[src/rtl/cart_stream_window.sv]
module cart_stream_window #(
  parameter int ADDR_W = 24,
  parameter logic [ADDR_W-1:0] BASE = 24'hDFFFC0,
  parameter int WIN_WORDS = 8,
  parameter int PKT_WORDS = 128,
  parameter int CNT_W = 16
) (
  input  logic              clk,
  input  logic              rst,
  input  logic              bus_cs,
  input  logic              bus_rd,
  input  logic              bus_wr,
  input  logic [ADDR_W-1:0] bus_addr,
  input  logic [31:0]       bus_wdata,
  output logic [31:0]       bus_rdata,
  output logic              host_irq,
  input  logic              pkt_avail,
  output logic              pkt_ack,
  input  logic              up_valid,
  input  logic [31:0]       up_data,
  output logic              up_ready
);
  localparam int IDX_W = $clog2(WIN_WORDS);
  localparam int PKT_W = $clog2(PKT_WORDS);
  localparam int WIN_BYTES = WIN_WORDS * 4;
  localparam logic [ADDR_W-1:0] STAT_ADDR = BASE + ADDR_W'(WIN_BYTES);
  localparam logic [ADDR_W-1:0] REQ_ADDR  = STAT_ADDR + ADDR_W'(4);

  logic [31:0]      win [WIN_WORDS];
  logic [IDX_W-1:0] fidx;
  logic [CNT_W-1:0] rem;
  logic [PKT_W-1:0] pcnt;
  logic             ready;

  wire unused_bits = &{1'b0, bus_addr[1:0], bus_wdata[31:CNT_W]};

  wire win_hit  = bus_cs && (bus_addr[ADDR_W-1:IDX_W+2] == BASE[ADDR_W-1:IDX_W+2]);
  wire stat_hit = bus_cs && (bus_addr[ADDR_W-1:2] == STAT_ADDR[ADDR_W-1:2]);
  wire req_hit  = bus_cs && (bus_addr[ADDR_W-1:2] == REQ_ADDR[ADDR_W-1:2]);

  wire filling  = !ready && (rem != '0 || fidx != '0);
  wire idle     = !ready && rem == '0 && fidx == '0;
  wire pkt_live = pkt_avail && !pkt_ack;
  wire need     = filling && rem != '0;
  wire pad      = filling && rem == '0;
  wire take     = need && pkt_live && up_valid;
  wire ack_wr   = bus_wr && stat_hit && bus_wdata[0];
  wire req_wr   = bus_wr && req_hit && idle;

  assign up_ready = need && pkt_live;
  assign host_irq = ready;

  logic [31:0] keep;
  always_comb begin
    case (rem)
      CNT_W'(1): keep = 32'h0000_00FF;
      CNT_W'(2): keep = 32'h0000_FFFF;
      CNT_W'(3): keep = 32'h00FF_FFFF;
      default:   keep = 32'hFFFF_FFFF;
    endcase
  end

  always_ff @(posedge clk) begin
    if (rst) begin
      fidx  <= '0;
      rem   <= '0;
      ready <= 1'b0;
    end else begin
      if (take) rem <= (rem >= CNT_W'(4)) ? rem - CNT_W'(4) : '0;
      else if (req_wr) rem <= bus_wdata[CNT_W-1:0];
      if (take || pad) begin
        fidx <= fidx + 1'b1;
        if (fidx == IDX_W'(WIN_WORDS - 1)) ready <= 1'b1;
      end
      if (ack_wr) ready <= 1'b0;
    end
  end

  for (genvar i = 0; i < WIN_WORDS; i++) begin : g_win
    always_ff @(posedge clk) begin
      if (rst) win[i] <= '0;
      else if ((take || pad) && fidx == IDX_W'(i)) win[i] <= take ? (up_data & keep) : '0;
    end
  end

  always_ff @(posedge clk) begin
    if (rst) begin
      pcnt    <= '0;
      pkt_ack <= 1'b0;
    end else begin
      if (take) begin
        pcnt <= pcnt + 1'b1;
        if (pcnt == PKT_W'(PKT_WORDS - 1)) pkt_ack <= 1'b1;
      end
      if (pkt_ack && !pkt_avail) pkt_ack <= 1'b0;
    end
  end

  always_ff @(posedge clk) begin
    if (rst) bus_rdata <= '0;
    else if (bus_rd && stat_hit) bus_rdata <= {30'd0, pkt_live, ready};
    else if (bus_rd && req_hit) bus_rdata <= 32'(rem);
    else if (bus_rd && win_hit) bus_rdata <= win[bus_addr[IDX_W+1:2]];
    else bus_rdata <= '0;
  end

  assert_irq_drops_on_ack_R5: assert property (@(posedge clk) disable iff (rst)
    (ack_wr && ready) |=> !host_irq);
  assert_ready_held_R4: assert property (@(posedge clk) disable iff (rst)
    (host_irq && !ack_wr) |=> host_irq);
  assert_no_take_while_ready_R8: assert property (@(posedge clk) disable iff (rst)
    host_irq |-> !up_ready);
  assert_pkt_ack_held_R9: assert property (@(posedge clk) disable iff (rst)
    (pkt_ack && pkt_avail) |=> pkt_ack);
  assert_pkt_ack_on_boundary_R9: assert property (@(posedge clk) disable iff (rst)
    $rose(pkt_ack) |-> pcnt == '0);
  assert_rem_no_grow_R7: assert property (@(posedge clk) disable iff (rst)
    !req_wr |=> rem <= $past(rem));
  assert_pad_zero_R6: assert property (@(posedge clk) disable iff (rst)
    (pad && fidx == '0) |=> win[0] == '0);
endmodule

[config.mk]
export PLATFORM = sky130hd
export DESIGN_NAME = cart_stream_window
export DESIGN_NICKNAME = d
export VERILOG_FILES = /design/src/rtl/cart_stream_window.sv
export SDC_FILE = /design/constraint.sdc
export NUM_CORES = 1
export LEC_CHECK = 0
export ABC_AREA = 1
export BUFFER_PORTS_ARGS = -buffer_cell sky130_fd_sc_hd__buf_2
export CAP_MARGIN = 25
export CORE_MARGIN = 2
export CORE_UTILIZATION = 30
export CTS_BUF_LIST = sky130_fd_sc_hd__clkbuf_16
export CTS_CLUSTER_SIZE = 30
export DETAILED_ROUTE_END_ITERATION = 10
export HOLD_SLACK_MARGIN = 0.12
export SYNTH_ARGS = -nofsm -noshare
export SYNTH_HDL_FRONTEND = slang
export SYNTH_SLANG_ARGS = --single-unit
export TNS_END_PERCENT = 20
[constraint.sdc]
create_clock -name clk -period 5.75 [get_ports clk]
set_input_delay 0.575 -clock clk [delete_from_list [all_inputs] [get_ports clk]]
set_output_delay 0.575 -clock clk [all_outputs]
set_load 0.005 [all_outputs]
==> results of run 1 <==
[synthesized netlist by cell type, types with 2 or more instances]
library cell	instances	share of area [%]
sky130_fd_sc_hd__a21oi_1	29	1.0
sky130_fd_sc_hd__a22oi_1	32	1.7
sky130_fd_sc_hd__a31oi_1	2	0.086
sky130_fd_sc_hd__buf_1	4	0.10
sky130_fd_sc_hd__buf_2	34	1.2
sky130_fd_sc_hd__buf_4	6	0.31
sky130_fd_sc_hd__buf_6	14	1.1
sky130_fd_sc_hd__clkbuf_1	31	0.80
sky130_fd_sc_hd__dfxtp_1	60	8.3
sky130_fd_sc_hd__edfxtp_1	256	53
sky130_fd_sc_hd__ha_1	10	0.86
sky130_fd_sc_hd__inv_1	50	1.3
sky130_fd_sc_hd__inv_2	4	0.10
sky130_fd_sc_hd__inv_4	2	0.086
sky130_fd_sc_hd__nand2_1	283	7.3
sky130_fd_sc_hd__nand2_2	3	0.13
sky130_fd_sc_hd__nand2_4	2	0.16
sky130_fd_sc_hd__nand3_1	78	2.7
sky130_fd_sc_hd__nand3_2	18	1.2
sky130_fd_sc_hd__nand4_1	17	0.73
sky130_fd_sc_hd__nand4_4	5	0.73
sky130_fd_sc_hd__nor2_1	334	8.7
sky130_fd_sc_hd__nor2_2	36	1.6
sky130_fd_sc_hd__nor3_1	4	0.14
sky130_fd_sc_hd__nor3_2	2	0.14
sky130_fd_sc_hd__o211ai_1	2	0.10
sky130_fd_sc_hd__o21ai_0	82	2.8
sky130_fd_sc_hd__o21ai_1	12	0.41
sky130_fd_sc_hd__o221ai_1	30	1.8
sky130_fd_sc_hd__xor2_1	8	0.48
[report_power, final]
group / internal, mW / leakage (nW) / switching (mW)
sequential: 2.58 / 3.14 / 0.0438
combinational: 0.148 / 2.52 / 0.391
clock: 1.26 / 0.545 / 0.900
total: 3.98 / 6.20 / 1.33
[layer usage]
layer / track usage, % / up-vias
met4: 5.29 / 4
li1: - / 5138
met1: 20.2 / 5226
met2: 28.4 / 344
met3: 2.10 / 76
met5: 0 / -
[sequential cells by signal, indices dropped and copies added (netlist names)]
register / count
rem: 16
bus_rdata: 32
host_irq: 1
fidx: 3
pkt_ack: 1
pcnt: 7
win: 256
[worst reg2reg max path, stage by stage, from the launching register on]
cell and delay (ns):
sky130_fd_sc_hd__dfxtp_1 0.38, sky130_fd_sc_hd__inv_1 0.12, sky130_fd_sc_hd__ha_1 0.26, sky130_fd_sc_hd__nand2_1 0.13, sky130_fd_sc_hd__nor2_2 0.07, sky130_fd_sc_hd__nand2_2 0.11
sky130_fd_sc_hd__nand3_4 0.42, sky130_fd_sc_hd__nand2_8 0.38, sky130_fd_sc_hd__nand3_1 0.10, sky130_fd_sc_hd__nand2_1 0.71, sky130_fd_sc_hd__buf_4 0.45
[cells in the final DEF (no fill, tap or decap), types with 17 or more instances in the layout]
cell	instances
sky130_fd_sc_hd__nor2_1	334
sky130_fd_sc_hd__dfxtp_1	60
sky130_fd_sc_hd__nand3_1	78
sky130_fd_sc_hd__o221ai_1	30
sky130_fd_sc_hd__inv_1	54
sky130_fd_sc_hd__buf_4	19
sky130_fd_sc_hd__nand3_2	18
sky130_fd_sc_hd__buf_2	111
sky130_fd_sc_hd__nand4_1	17
sky130_fd_sc_hd__a21oi_1	29
sky130_fd_sc_hd__edfxtp_1	256
sky130_fd_sc_hd__clkbuf_16	31
sky130_fd_sc_hd__o21ai_0	81
sky130_fd_sc_hd__nand2_1	283
sky130_fd_sc_hd__nor2_2	36
sky130_fd_sc_hd__a22oi_1	32
[stage by stage]
step / util (%) / setup slack, ns
after floorplan: - / 1.64
after global placement: 32.4 / 2.11
after detailed placement: 32.4 / 2.06
after CTS: 34.7 / 2.29
after global routing: 34.7 / 2.08
final: 34.7 / 2.31
[worst max path at each step]
stage	from	end	slack, ns
finish	rem[2]	win[2][6]	2.31
global route	rem[2]	win[2][6]	2.08
CTS	rem[2]	win[2][5]	2.29
detailed placement	bus_addr[2]	bus_rdata[11]	2.06
global placement	bus_addr[2]	bus_rdata[14]	2.11
floorplan	rem[2]	win[0][0]	1.64
[layout make-up]
class	count	area (sq um)	area share (%)
flip-flops and latches	316	8890	53.8
inverters	57	219	1.32
clock inverters	27	304	1.84
clock buffers	31	776	4.69
multi-input cells	1000	4880	29.5
repair buffers	130	698	4.22
diodes	1	2.50	0.0151
well taps	615	769	4.65
[kinds of logic after synthesis]
family / Yosys count / share of synthesized area [%]
AOI/OAI and AO/OA: 191 / 8.08
DFF: 316 / 61.4
and+or+nand+nor: 791 / 24.2
adders and majority gates: 10 / 0.864
xor gates and xnor gates: 8 / 0.484
buffers and inverters: 146 / 5.00
==> metrics.cfg, run 1 <==
[status]
status = finished clean

[synthesis]
syn_inst = 1462
sequential_fraction_of_the_synthesis_area_pct = 61.4
synth_register_bits = 316
synth_top_flop_cell = sky130_fd_sc_hd__edfxtp_1
post_synth_edffs = 256
synthesis.area_per_instance_sq_um = 9.90
synth_async_sr_flop_share_pct = 0
synthesis.yosys.warnings = 0
synth_fp_nets = 1567
synth.cell_area_sq_um = 14500
yosysUniqueCellTypes = 42

[min_path]
terminating_pin_of_the_worst_hold_path = rem[1]
hp-start = rst
hold_depth = 2
worstHoldPathType = in2reg

[sta]
final.setup_skew_ns = 0.0180
report.final.hold_viol_count = 0
final.min_clock_period_ns = 3.44
grt_setup_unrepaired = no
setup-violations-final = 0
fin_worst_hold_slack_ns = 0.259
max_freq_mhz = 290
setup_tns_ns = 0
tightest_slew_margin_relative_to_the_limit_pct = 33.4
worst_pin_slew_ns = 0.998
timing.final.crit_share_pct = 59.9
maxSlewViolCount = 0

[clock_tree]
root_buffer = sky130_fd_sc_hd__clkbuf_16
cts.htree.levels = 1
clock_sink_count = 316
tritoncts_clock_tree = yes
cts_hold_buf = 0
clockBufferDepth = 3
cts_made_buffers = 31
post_cts.resized_instances = 0
clkTransAtPathRegs_ns = 0.06
post_cts_setup_buffers = 0
clk-insertion-delay-late_ns = 0.60

[setup_path]
critical-path-slowest-cell = sky130_fd_sc_hd__nand2_1
timing.critical_path.depth = 10
timing.critical_path.max_delay_family = simple AND/OR/NAND/NOR gates
worstSetupPathType = reg2reg
critPathLaunchType = register
rrSetupSlack_ns = 2.31
crit_required_ns = 6.01
crit_path_end_kind = register
crit_path_frequent_cell = sky130_fd_sc_hd__nand2_1
data_arrival_at_the_endpoint_of_the_critical_path_ns = 3.70
number_of_buffers_and_inverters_on_the_critical_path = 2
timing.critical_path.cells = inv_1, ha_1, nand2_1, nor2_2, nand2_2, nand3_4, nand2_8, nand3_1, nand2_1, buf_4
worst_r2r_endpoint = win[2][6]
worstPathMaxFanout = 40
reg2regPathDepth = 10
worst_r2r_startpoint = rem[2]
cpPeakStageDelay_ns = 0.71

[floorplan]
fp.dieArea_sq_um = 50000
core-area_sq_um = 47600
dieHeight_microns = 224
dieWidth_microns = 224
pin_count = 130
floorplan.initialDensity_pct = 30.4
placementRows = 80

[detailed_routing]
routed_wl_microns = 40600
met2WireLength_microns = 20100
route.top_layer_used = met5
drt_pre_antenna_iters = 5
met3RoutedLength_microns = 2330
drc = 0
dr_total_vias = 10800
detail_route.iter0.violations = 874
drt.antenna.violating_nets = 0
wl_per_cell_microns = 18.7
wirelength_met1_microns = 17000
detail_route.vias_per_cell = 4.96

[pwr]
finalPower_mw = 5.32
power_per_standard_cell_area_nw_per_um2 = 322
total_leakage_power_nw = 6.20
worst_ir_drop_vdd_uv = 248

[grt]
first_global_vias = 10700
grt_start_max_net_pins = 67
global_route.usage.total_pct = 16.0
grt_first_pass_wirelength_microns = 62000
gr-total-overflow = 0
antenna_found_initial = 4

[placement]
place_area_sq_um = 15500
io_buffer_count = 111
place.detailed.hpwl_microns = 23600
globalplace.congestion = 0.817
post-place-cells = 2118

[layout]
final_cells = 2177
nNetsFinal = 1641
layout-drive-gt1-share_pct = 16.6
area.growth.synth_to_final_pct = 14.2
final.fill_count = 4740
final_design_area_no_fill_sq_um = 16500

[flow_run]
maxCapViolCount = 0

(Power assumes the default switching activity.)
==> run 2, diff against run 1 <==
Clock period 5.75 ns to 3.3 ns, I/O delays scaled along.
==> metrics.cfg, run 2 (same netlist as run 1, synthesis figures left out) <==
[status]
status = finished clean

[placement]
io_buffer_count = 111
post-place-cells = 2130
place.detailed.hpwl_microns = 24200
place_area_sq_um = 15600
globalplace.congestion = 0.840

[setup_path]
critPathCapture = win[3][6]
data_arrival_at_the_endpoint_of_the_critical_path_ns = 2.98
worst_r2r_endpoint = win[3][6]
timing.critical_path.depth = 11
rrSetupSlack_ns = 0.69
cpPeakStageDelay_ns = 0.50
critical-path-slowest-cell = sky130_fd_sc_hd__nand3_2
reg2regPathDepth = 11
worstSetupPathType = reg2reg
timing.critical_path.max_delay_family = simple AND/OR/NAND/NOR gates
crit_path_end_kind = register
timing.critical_path.cells = inv_1, ha_1, nand2_1, nor2_2, nand3_1, clkinv_1, nand2_4, nand2_8, nand3_2, buf_12, nor2_1
worstPathMaxFanout = 19
number_of_buffers_and_inverters_on_the_critical_path = 3
critPathLaunchType = register
worst_r2r_startpoint = rem[2]
crit_required_ns = 3.67
crit_path_start = rem[2]

[pwr]
worst_ir_drop_vdd_uv = 300
total_leakage_power_nw = 6.33
power_per_standard_cell_area_nw_per_um2 = 549

[clock_tree]
post_cts_setup_buffers = 0
tritoncts_clock_tree = yes
clockBufferDepth = 3
clk-insertion-delay-late_ns = 0.54
root_buffer = sky130_fd_sc_hd__clkbuf_16
cts_made_buffers = 34
clock_sink_count = 316
clkTransAtPathRegs_ns = 0.06
cts.htree.levels = 2

[sta]
setup-violations-final = 0
fin_worst_hold_slack_ns = 0.136
setup_tns_ns = 0
report.final.hold_viol_count = 0
max_freq_mhz = 384
grt_setup_unrepaired = no
final.min_clock_period_ns = 2.61
maxSlewViolCount = 0
timing.final.crit_share_pct = 78.9
tightest_slew_margin_relative_to_the_limit_pct = 45.8
worst_pin_slew_ns = 0.807
final.setup_skew_ns = 0.0231

[min_path]
worstHoldPathType = in2reg

[layout]
n_antenna_cell = 0
mostFrequentLayoutCell = sky130_fd_sc_hd__nor2_1
final_cells = 2201
final_design_area_no_fill_sq_um = 16800
largest_reg_flops = 256
largest_register = win
nNetsFinal = 1667
layout-drive-gt1-share_pct = 16.8
layout_common_cells = sky130_fd_sc_hd__nor2_1, sky130_fd_sc_hd__nand2_1, sky130_fd_sc_hd__edfxtp_1
area.growth.synth_to_final_pct = 15.8
largestRegisters = win: 256 flops, bus_rdata: 32 flops, rem: 16 flops
utilization_pct = 35.2

[flow_run]
maxCapViolCount = 0

[grt]
global_route.usage.total_pct = 16.3
grt_start_max_net_pins = 65
first_global_vias = 10900
antenna_found_initial = 1
gr-total-overflow = 0
grt_first_pass_wirelength_microns = 62900

[floorplan]
placementRows = 80
floorplan.initialDensity_pct = 30.4
core-area_sq_um = 47600
pin_count = 130
fp.dieArea_sq_um = 50000
dieWidth_microns = 224
dieHeight_microns = 224

[detailed_routing]
wirelength_met1_microns = 16700
wl_per_cell_microns = 18.7
drt.antenna.violating_nets = 0
drt_pre_antenna_iters = 5
dr_total_vias = 11000
met3RoutedLength_microns = 2850
detail_route.iter0.violations = 980
drc = 0
met2WireLength_microns = 20400
detail_route.vias_per_cell = 5.00
route.top_layer_used = met5
routed_wl_microns = 41200

## run 2: worst min path at each step
stage,start,endpoint,slack [ns],cells past startpoint
floorplan,rst,rem[0],0.40,1
global placement,pcnt[4],pcnt[4],0.46,1
detailed placement,pcnt[4],pcnt[4],0.46,1
CTS,up_data[31],win[0][31],0.12,3
global route,up_data[27],win[0][27],0.14,3
finish,bus_wdata[2],rem[2],0.14,5
## run 2: metrics by stage
stage / worst slack, ns / power, mW
floorplan: 0.0598 / 5.29
global placement: 0.778 / 5.59
detailed placement: 0.761 / 5.62
CTS: 0.718 / 9.27
global route: 0.578 / 9.54
finish: 0.695 / 9.21
## run 2: final cells by class
class	count	area, sq um
Inverter	57	219
Clock buffer	35	876
Fill cell	4783	30900
Timing Repair Buffer	153	961
Clock inverter	25	181
Multi-Input combinational cell	1000	4880
Sequential cell	316	8890
Tap cell	615	769
## run 2: timing repair
action	4_1_cts	5_1_grt
resized for setup	0	0
hold endpoints to repair	11	0
hold buffers	11	0
## run 2: where the power goes
part	internal (mW)	switching (mW)	leakage [nW]
sequential	4.49	0.0758	3.14
clock	2.09	1.57	0.545
combinational	0.281	0.694	2.64
total	6.87	2.34	6.33
## run 2: routing by layer
layer,GRT usage (%),vias up
li1,-,5195
met1,20.5,5280
met2,28.7,446
met3,2.44,79
met4,5.74,2
met5,0,-
## run 2: worst min-delay path: stages
cell and delay [ns]:
sky130_fd_sc_hd__buf_2 0.08, sky130_fd_sc_hd__nand2_1 0.04, sky130_fd_sc_hd__nand2_1 0.05, sky130_fd_sc_hd__nor2_1 0.04, sky130_fd_sc_hd__nor2_1 0.07
